`config.mk`:
```
export PLATFORM = sky130hd
export DESIGN_NAME = solar_chg_seq
export DESIGN_NICKNAME = d
export VERILOG_FILES = /design/src/rtl/chgseq_pkg.sv /design/src/rtl/chgseq_min_timer.sv /design/src/rtl/chgseq_fsm.sv /design/src/rtl/solar_chg_seq.sv
export SDC_FILE = /design/constraint.sdc
export NUM_CORES = 1
export LEC_CHECK = 0
export BUFFER_PORTS_ARGS = -buffer_cell sky130_fd_sc_hd__clkbuf_2
export CAP_MARGIN = 15
export CORE_ASPECT_RATIO = 1.1
export CORE_MARGIN = 2
export CORE_UTILIZATION = 37
export DETAILED_ROUTE_END_ITERATION = 8
export GPL_TIMING_DRIVEN = 0
export PLACE_DENSITY = 0.67
export SYNTH_ARGS = -nofsm -noshare
export SYNTH_HDL_FRONTEND = slang
export SYNTH_SLANG_ARGS = --single-unit
```
`constraint.sdc`:
```
create_clock -name clk -period 2.05 [get_ports clk]
set_input_delay 0.1025 -clock clk [delete_from_list [all_inputs] [get_ports clk]]
set_output_delay 0.1025 -clock clk [all_outputs]
set_load 0.01 [all_outputs]
```
`src/rtl/chgseq_pkg.sv`:
```
package chgseq_pkg;

    typedef enum logic [1:0] {
        ST_IDLE = 2'd0,
        ST_PRE  = 2'd1,
        ST_BULK = 2'd2,
        ST_TOP  = 2'd3
    } chg_state_e;

    typedef enum logic [1:0] {
        LIM_OFF     = 2'd0,
        LIM_TRICKLE = 2'd1,
        LIM_FULL    = 2'd2,
        LIM_CV      = 2'd3
    } lim_sel_e;

    typedef struct packed {
        logic vb_above_pre;
        logic vb_below_pre_hys;
        logic vb_at_term;
        logic vb_below_restart;
        logic i_below_eoc;
        logic i_below_topend;
    } sense_t;

    localparam int TMR_CODE_W    = 3;
    localparam int FC_STEP_MIN   = 200;
    localparam int TOP_STEP_MIN  = 20;
    localparam int FC_DIS_CODE   = 0;
    localparam int TOP_DIS_CODE  = 7;

    function automatic lim_sel_e lim_for(input chg_state_e s);
        case (s)
            ST_PRE:  return LIM_TRICKLE;
            ST_BULK: return LIM_FULL;
            ST_TOP:  return LIM_CV;
            default: return LIM_OFF;
        endcase
    endfunction

    function automatic logic is_charging(input chg_state_e s);
        return (s == ST_BULK) || (s == ST_TOP);
    endfunction

endpackage

```
`src/rtl/chgseq_min_timer.sv`:
```
module chgseq_min_timer #(
    parameter int STEP     = 200,
    parameter int CODE_W   = 3,
    parameter int DIS_CODE = 0
) (
    input  logic              clk,
    input  logic              rst,
    input  logic              clr,
    input  logic              run,
    input  logic              tick,
    input  logic [CODE_W-1:0] code,
    output logic              expired
);
    localparam int MAX_CODE = (1 << CODE_W) - 1;
    localparam int CW       = $clog2(MAX_CODE * STEP + 1);
    localparam logic [CW-1:0] CNT_MAX = CW'(MAX_CODE * STEP);
    localparam logic [CW-1:0] STEP_W  = CW'(STEP);
    localparam logic [CODE_W-1:0] DIS_W = CODE_W'(DIS_CODE);

    logic [CW-1:0] cnt;
    logic [CW-1:0] limit;
    logic          enabled;

    always_comb begin
        limit   = CW'(code) * STEP_W;
        enabled = (code != DIS_W);
        expired = enabled && (cnt >= limit);
    end

    always_ff @(posedge clk) begin
        if (rst || clr) begin
            cnt <= '0;
        end else if (run && tick && (cnt != CNT_MAX)) begin
            cnt <= cnt + 1'b1;
        end
    end

    assert_timer_clear_R9: assert property (@(posedge clk) disable iff (rst)
        clr |=> (cnt == '0));

    assert_timer_hold_R6: assert property (@(posedge clk) disable iff (rst)
        (!run && !clr) |=> $stable(cnt));

endmodule

```
`src/rtl/chgseq_fsm.sv`:
```
module chgseq_fsm
    import chgseq_pkg::*;
(
    input  logic       clk,
    input  logic       rst,
    input  logic       kill,
    input  sense_t     sns,
    input  logic       fc_expired,
    input  logic       to_expired,
    output chg_state_e st,
    output logic       fc_pulse,
    output logic       to_pulse,
    output logic       done
);
    chg_state_e st_nxt;
    logic       done_evt;
    logic       start_evt;

    always_comb begin
        fc_pulse  = !kill && is_charging(st) && fc_expired;
        to_pulse  = !kill && !fc_pulse && (st == ST_TOP) && to_expired;
        done_evt  = !kill && !fc_pulse && !to_pulse && (st == ST_TOP)
                    && sns.vb_at_term && sns.i_below_topend;
        start_evt = !kill && (st == ST_IDLE) && sns.vb_below_restart;

        st_nxt = st;
        if (kill || fc_pulse || to_pulse || done_evt) begin
            st_nxt = ST_IDLE;
        end else begin
            case (st)
                ST_IDLE: if (start_evt) st_nxt = ST_PRE;
                ST_PRE:  if (sns.vb_above_pre) st_nxt = ST_BULK;
                ST_BULK: begin
                    if (sns.vb_below_pre_hys)
                        st_nxt = ST_PRE;
                    else if (sns.vb_at_term && sns.i_below_eoc)
                        st_nxt = ST_TOP;
                end
                default: st_nxt = ST_TOP;
            endcase
        end
    end

    always_ff @(posedge clk) begin
        if (rst) begin
            st   <= ST_IDLE;
            done <= 1'b0;
        end else begin
            st <= st_nxt;
            if (done_evt)
                done <= 1'b1;
            else if (start_evt)
                done <= 1'b0;
        end
    end

    assert_idle_hold_R2: assert property (@(posedge clk) disable iff (rst)
        (st == ST_IDLE && (kill || !sns.vb_below_restart)) |=> (st == ST_IDLE));

    assert_pre_exit_R3: assert property (@(posedge clk) disable iff (rst)
        (st == ST_PRE && !kill && sns.vb_above_pre) |=> (st == ST_BULK));

    assert_kill_idle_R8: assert property (@(posedge clk) disable iff (rst)
        kill |=> (st == ST_IDLE));

    assert_kill_quiet_R8: assert property (@(posedge clk) disable iff (rst)
        kill |-> (!fc_pulse && !to_pulse));

    assert_done_idle_R5: assert property (@(posedge clk) disable iff (rst)
        $rose(done) |-> (st == ST_IDLE));

    assert_pulse_prio_R11: assert property (@(posedge clk) disable iff (rst)
        fc_pulse |-> !to_pulse);

    assert_fc_to_idle_R6: assert property (@(posedge clk) disable iff (rst)
        fc_pulse |=> (st == ST_IDLE));

endmodule

```
`src/rtl/solar_chg_seq.sv`:
```
module solar_chg_seq
    import chgseq_pkg::*;
#(
    parameter int FLT_W = 4
) (
    input  logic             clk,
    input  logic             rst,
    input  logic             chg_en,
    input  logic [FLT_W-1:0] fault_flags,
    input  logic             vb_above_pre,
    input  logic             vb_below_pre_hys,
    input  logic             vb_at_term,
    input  logic             vb_below_restart,
    input  logic             i_below_eoc,
    input  logic             i_below_topend,
    input  logic             min_tick,
    input  logic [2:0]       fc_code,
    input  logic [2:0]       to_code,
    output logic [1:0]       state,
    output logic [1:0]       lim_sel,
    output logic             fc_timeout,
    output logic             to_timeout,
    output logic             chg_done
);
    chg_state_e st;
    sense_t     sns;
    logic       kill;
    logic       fc_exp;
    logic       to_exp;
    logic       in_idle;

    always_comb begin
        kill                 = !chg_en || (|fault_flags);
        sns.vb_above_pre     = vb_above_pre;
        sns.vb_below_pre_hys = vb_below_pre_hys;
        sns.vb_at_term       = vb_at_term;
        sns.vb_below_restart = vb_below_restart;
        sns.i_below_eoc      = i_below_eoc;
        sns.i_below_topend   = i_below_topend;
        in_idle              = (st == ST_IDLE);
        state                = st;
        lim_sel              = lim_for(st);
    end

    chgseq_min_timer #(
        .STEP     (FC_STEP_MIN),
        .CODE_W   (TMR_CODE_W),
        .DIS_CODE (FC_DIS_CODE)
    ) u_fc_tmr (
        .clk     (clk),
        .rst     (rst),
        .clr     (in_idle),
        .run     (is_charging(st)),
        .tick    (min_tick),
        .code    (fc_code),
        .expired (fc_exp)
    );

    chgseq_min_timer #(
        .STEP     (TOP_STEP_MIN),
        .CODE_W   (TMR_CODE_W),
        .DIS_CODE (TOP_DIS_CODE)
    ) u_top_tmr (
        .clk     (clk),
        .rst     (rst),
        .clr     (in_idle),
        .run     (st == ST_TOP),
        .tick    (min_tick),
        .code    (to_code),
        .expired (to_exp)
    );

    chgseq_fsm u_fsm (
        .clk        (clk),
        .rst        (rst),
        .kill       (kill),
        .sns        (sns),
        .fc_expired (fc_exp),
        .to_expired (to_exp),
        .st         (st),
        .fc_pulse   (fc_timeout),
        .to_pulse   (to_timeout),
        .done       (chg_done)
    );

    assert_fc_disabled_R6: assert property (@(posedge clk) disable iff (rst)
        (fc_code == 3'd0) |-> !fc_timeout);

    assert_top_disabled_R7: assert property (@(posedge clk) disable iff (rst)
        (to_code == 3'd7) |-> !to_timeout);

    assert_top_zero_R7: assert property (@(posedge clk) disable iff (rst)
        (st == ST_TOP && to_code == 3'd0 && fc_code == 3'd0 && !kill) |-> to_timeout);

    assert_lim_idle_R10: assert property (@(posedge clk) disable iff (rst)
        (state == 2'd0) |-> (lim_sel == 2'd0));

endmodule

```
# Word level (Yosys, flattened, before mapping)
# Cells that the tools add are included.
# word_totals
regBits	22
in_bits	20
out_inout_bits	7
elab_cells	61
# classes
n_addsub	2
n_mul	2
magnitude_cmp	2
n_eq_ne	9
mux	8
n_reduce_logical	34
# op_table
cell	count
$logic_and A1 B1 Y1	18
$pmux W2 S3	2
$add A11 B1 Y11 const B	1
$ge A11 B11 Y1	1
$ne A11 B11 Y1 const B	1
$add A8 B1 Y8 const B	1
$ge A8 B8 Y1	1
$mul A3 B5 Y8 const B	1
$mux W2	4
$ne A8 B8 Y1 const B	1
$logic_or A1 B1 Y1	6
$mul A3 B3 Y6 const B	1
$eq A2 B2 Y1 const B	2
$logic_not A1 Y1	4
$reduce_or A4 Y1	1
$ne A3 B2 Y1 const B	1
$ne A3 B3 Y1 const B	1
$reduce_and A3 Y1	1
$reduce_bool A3 Y1	1
$eq A2 B1 Y1 const B	1
$logic_not A2 Y1	1
$mux W1	2
$ne A2 B1 Y1 const B	1
$ne A2 B2 Y1 const B	1
2 further kinds	2

# Longest topological paths before layout
# depth
ltp_word	16
mapped_depth	11
ltp_nobuf	11

# Modules after synthesis
# From an unflattened synthesis, not the netlist that was laid out.
# unflattened
cells_unflattened	202
area_unflattened_um2	1694.1
# modules_own_cells
mod	instances	cells_per_inst	area_per_inst_um2	seq_area_each_um2
chgseq_min_timer at u_fc_tmr	1	97	832.0	220.2
chgseq_min_timer at u_top_tmr	1	76	638.1	160.2
chgseq_fsm	1	22	192.7	60.1
solar_chg_seq	1	7	31.3	0.0

# Worst setup path before layout
# OpenSTA, ideal clock, no wires.
# synth_timing
kind	input-to-reg
start	input port fc_code[1]
end	register u_fsm.done
setup_time_ns	0.125
t_arrival_ns	1.700
t_required_ns	1.925
slack_ns	0.224
path_stages	11
n_path_buf	0
cell_sequence	inv_1 > ha_1 > inv_1 > ha_1 > xnor2_1 > ha_1 > nand4_1 > a2111oi_2 > a22oi_1 > nand3_1 > o32ai_1
# synth_between
elab_chain_cells	14
# synth_rtl
element	line_no	source
from (decl)	solar_chg_seq.sv:17	input logic [2:0] fc_code,
$mul A3 B5 Y8	chgseq_min_timer.sv:25	limit = CW'(code) * STEP_W;
$ge A11 B11 Y1	chgseq_min_timer.sv:27	expired = enabled && (cnt >= limit);
$logic_and A1 B1 Y1 *	chgseq_min_timer.sv:27	
$logic_and A1 B1 Y1 *	chgseq_fsm.sv:20	fc_pulse = !kill && is_charging(st) && fc_expired;
$logic_not A1 Y1 *	chgseq_fsm.sv:21, chgseq_fsm.sv:22	
$logic_and A1 B1 Y1 *	chgseq_fsm.sv:21, chgseq_fsm.sv:22	
$logic_and A1 B1 Y1 (2 in a row)	chgseq_fsm.sv:21	to_pulse = !kill && !fc_pulse && (st == ST_TOP) && to_expired;
$logic_not A1 Y1	chgseq_fsm.sv:22	done_evt = !kill && !fc_pulse && !to_pulse && (st == ST_TOP)
$logic_and A1 B1 Y1 * (2 in a row)	chgseq_fsm.sv:22	
$logic_and A1 B1 Y1 * (2 in a row)	chgseq_fsm.sv:23	&& sns.vb_at_term && sns.i_below_topend;
$mux W1 or $reduce_bool A2 Y1 (tied branches)	n/a	
to (signal assigned)	chgseq_fsm.sv:47	done <= 1'b0;
to (signal assigned)	chgseq_fsm.sv:51	done <= 1'b1;
to (signal assigned)	chgseq_fsm.sv:53	done <= 1'b0;
to (decl)	chgseq_fsm.sv:13	output logic done
# Mark *: on every way between the ends. The rest lies on a longest branch, timed or not.
# A chain may end at the register's enable or synchronous reset.

# Final worst setup path
# layout_timing
start	input port fc_code[1]
end	output port to_timeout
# layout_between
elab_chain_cells	8
# layout_rtl
element	line_no	source
$mul A3 B5 Y8	chgseq_min_timer.sv:25	
$ge A11 B11 Y1	chgseq_min_timer.sv:27	
$logic_and A1 B1 Y1 *	chgseq_min_timer.sv:27	
$logic_and A1 B1 Y1 *	chgseq_fsm.sv:20	
$logic_not A1 Y1 *	chgseq_fsm.sv:21	
$logic_and A1 B1 Y1 * (3 in a row)	chgseq_fsm.sv:21	
to (decl)	solar_chg_seq.sv:22	output logic to_timeout,
# Marked as above.

==> impl_results.md <==
- WL/cell: 12.4 µm
- Max-cap viol count: 0
- Max Freq: 503 MHz
- Crit-path max FO: 3
- Hold Crit Class: input pin to register
- Part of the power in registers: 44.8%
- Slew Limit Headroom: 68.0%
- Layout area overhead: 28.1%
- Synth area leaders: dfxtp_1, ha_1, inv_1
- WP data required: 1950 ps
- Pre-CTS setup slack: -116 ps
- Fillers: 404
- Total grt overflow: 0
- Crit path time final: 1990 ps
- Crit. End Element: primary output
- Total power: 0.949 mW
- Yosys top cell by area: dfxtp_1
- CTS Buffer Depth: 2
- Worst EP arrival: 1890 ps
- DR vias/cell: 4.99
- Startpoint Class: input pin
- Post-synthesis area per instance: 8.52 µm²
- CTS H-Tree Depth: 1
- Crit path largest cell delay: 310 ps
- Setup violators final: 0
- Worst Clk Skew: 2.47 ps
- Worst path bufs/invs: 4
- Synth top area share: 26.4%
- DR DRC count: 0
- Most common cell on crit path: ha_4
- Count leader, synth: ha_1
- Max Slew Vio Count: 0
- Final hold violations: 0
- Utilization after layout: 49.6%
- Critical path, cell by cell: clkbuf_16 -> inv_8 -> ha_4 -> inv_2 -> ha_4 -> xnor2_2 -> ha_1 -> nand4_1 -> a2111oi_4 -> and2_1 -> a2111oi_2 -> buf_2
- CTS tree: yes
- CTS Sinks: 22
- Pwr Density: 444 nW/µm²
- Clock power frac: 42.5%
- Cell leakage power: 0.871 nW
- Crit-path leading delay family: adder cells
- IO Pins: 27
- Finished Cell Area: 2140 µm²
- Vias in the first global route: 1269
- Post-synth EDFFs: 0
- Initial DRC Count: 33
- Largest net degree at the start of global routing: 14
- Vias post-DR: 1412
- Power Internal: 0.748 mW
- Final ANT Viol Nets: 0
- Comb power frac: 12.6%
- Transition time of the tightest slew-check pin: 480 ps
- Final Hold Slack: 77.7 ps
- CTS clk-pin slew, worst paths: 80 ps
- Number of buffers created by CTS: 3
- Ys async rst share: 0%
- Inst Count DP: 276
- TNS Setup: 0 ps
- Worst path slowest cell: ha_1
- Switch share: 21.1%
- Status: completed
- IO Port Bufs: 26
- Hold buffer count at cts: 0
- Die height: 74.5 µm
- Routability Congestion: 0.742
- Core ar.: 4320 µm²
- Chip width: 68.1 µm
- #FFs+latches synth: 22
- First-pass GRT wire length: 5530 µm
- Unrepaired setup endpoints after global routing: true
- Synth Net Count: 242
- Initial antenna violation count: 0
- Top FF cell, synth: dfxtp_1
- DRT Pass-1 Iters: 4
- Layout net count: 276
- List of most frequent post-synthesis cells: ha_1, inv_1, nor2_1
- Clk_lat worst skew: 260 ps
- Dpl hpwl: 2550 µm
- Cell variety after synth: 42
- Num rows: 25
- Cell area after synthesis: 1670 µm²
- Post-route non-filler standard cell count: 283
- Worst vdd ir: 0.000331 V
- GRT Overall Usage: 14.2%
- Die area: 5070 µm²
- Starting Density: 38.7%
- Net switching power: 0.201 mW
- Worst setup margin: 60.9 ps
- N_diodes: 0
- Post-synthesis instance total: 196
- WL final: 3520 µm
- Dpl cell area: 1870 µm²
- Period utilization: 97.0%
- CP Class: input pin to primary output
- Register area share after synthesis: 26.4%
- Synth warn: 0
- Layout cells sized above 1: 28.8%
- Clock root buffer: clkbuf_8
-- metal layers --
metal  wire length (µm)  global-route usage [%]  vias up
met2               1790                    25.6       22
li1                   -                       -      745
met1               1590                    17.5      643
met5                  0                       0        -
met3                106                    1.51        2
met4                 38                    4.67        0
-- worst register-to-register path: cells and delay by family (launching register included) --
kind | cells | cell delay, ps
buf+inv | 2 | 270
flops | 1 | 390
fa+ha+maj | 1 | 210
simple gates | 3 | 490
compound gates | 2 | 410
-- power groups by stage --
| stage | Sequential (mW) | Combinational [mW] | Clock (mW) |
|---|---|---|---|
| after floorplan | 0.437 | 0.0435 | 0 |
| final | 0.425 | 0.120 | 0.404 |
| after CTS | 0.427 | 0.105 | 0.418 |
| after global routing | 0.426 | 0.135 | 0.427 |
| after detailed placement | 0.437 | 0.0779 | 0 |
| after global placement | 0.437 | 0.0758 | 0 |
-- cells by family (layout without fill, tap and decap cells) --
group,count (synthesis),count (layout),synth area share (%)
DFF,22,22,26.4
AOI/OAI and AO/OA,28,28,12.0
xor gates and xnor gates,16,16,8.39
adders and majority gates,26,26,19.5
and+or+nand+nor,73,73,25.0
muxes,2,2,1.27
buffers and inverters,29,62,7.49
-- repair_timing --
action	in CTS	in global routing
endpoints found under the hold margin	0	0
setup buffers	2	1
cloned	0	0
endpoints found under the setup margin	2	2
resized for setup	18	18
pin swaps	10	12
-- sequential cells by signal (all words and copies together) (netlist names) --
register / cells
u_fc_tmr.cnt: 11
u_fsm.done: 1
u_fsm.st: 2
u_top_tmr.cnt: 8
-- cells in the final DEF (no fill, tap or decap), types with 7 or more instances in the layout --
| master | instances |
|---|---|
| nor2_1 | 23 |
| clkbuf_2 | 21 |
| inv_1 | 20 |
| ha_1 | 19 |
| dfxtp_1 | 19 |
| nand2_1 | 14 |
| xnor2_1 | 8 |
| nand3_1 | 7 |
| xor2_1 | 7 |
| ha_4 | 7 |
-- worst paths after layout --
check,slack (ps),endpoint,from,depth (start not counted)
max,60,to_timeout,fc_code[1],12
min,80,u_fsm.done,rst,2
max reg2reg,210,u_fsm.st[1],u_fc_tmr.cnt[6],8
min reg2reg,480,u_fsm.done,u_fsm.done,2
-- area by class of cell --
type / instances / area [µm²] / area share (%)
inverters: 24 / 97.6 / 4.56
clock buffers: 3 / 41.3 / 1.93
flip-flops and latches: 22 / 447 / 20.9
repair buffers: 29 / 181 / 8.48
clock inverters: 1 / 30.0 / 1.40
plain buffers: 5 / 35.0 / 1.64
multi-input cells: 145 / 1240 / 58.0
well taps: 54 / 67.6 / 3.16
(Power assumes the default switching activity.)
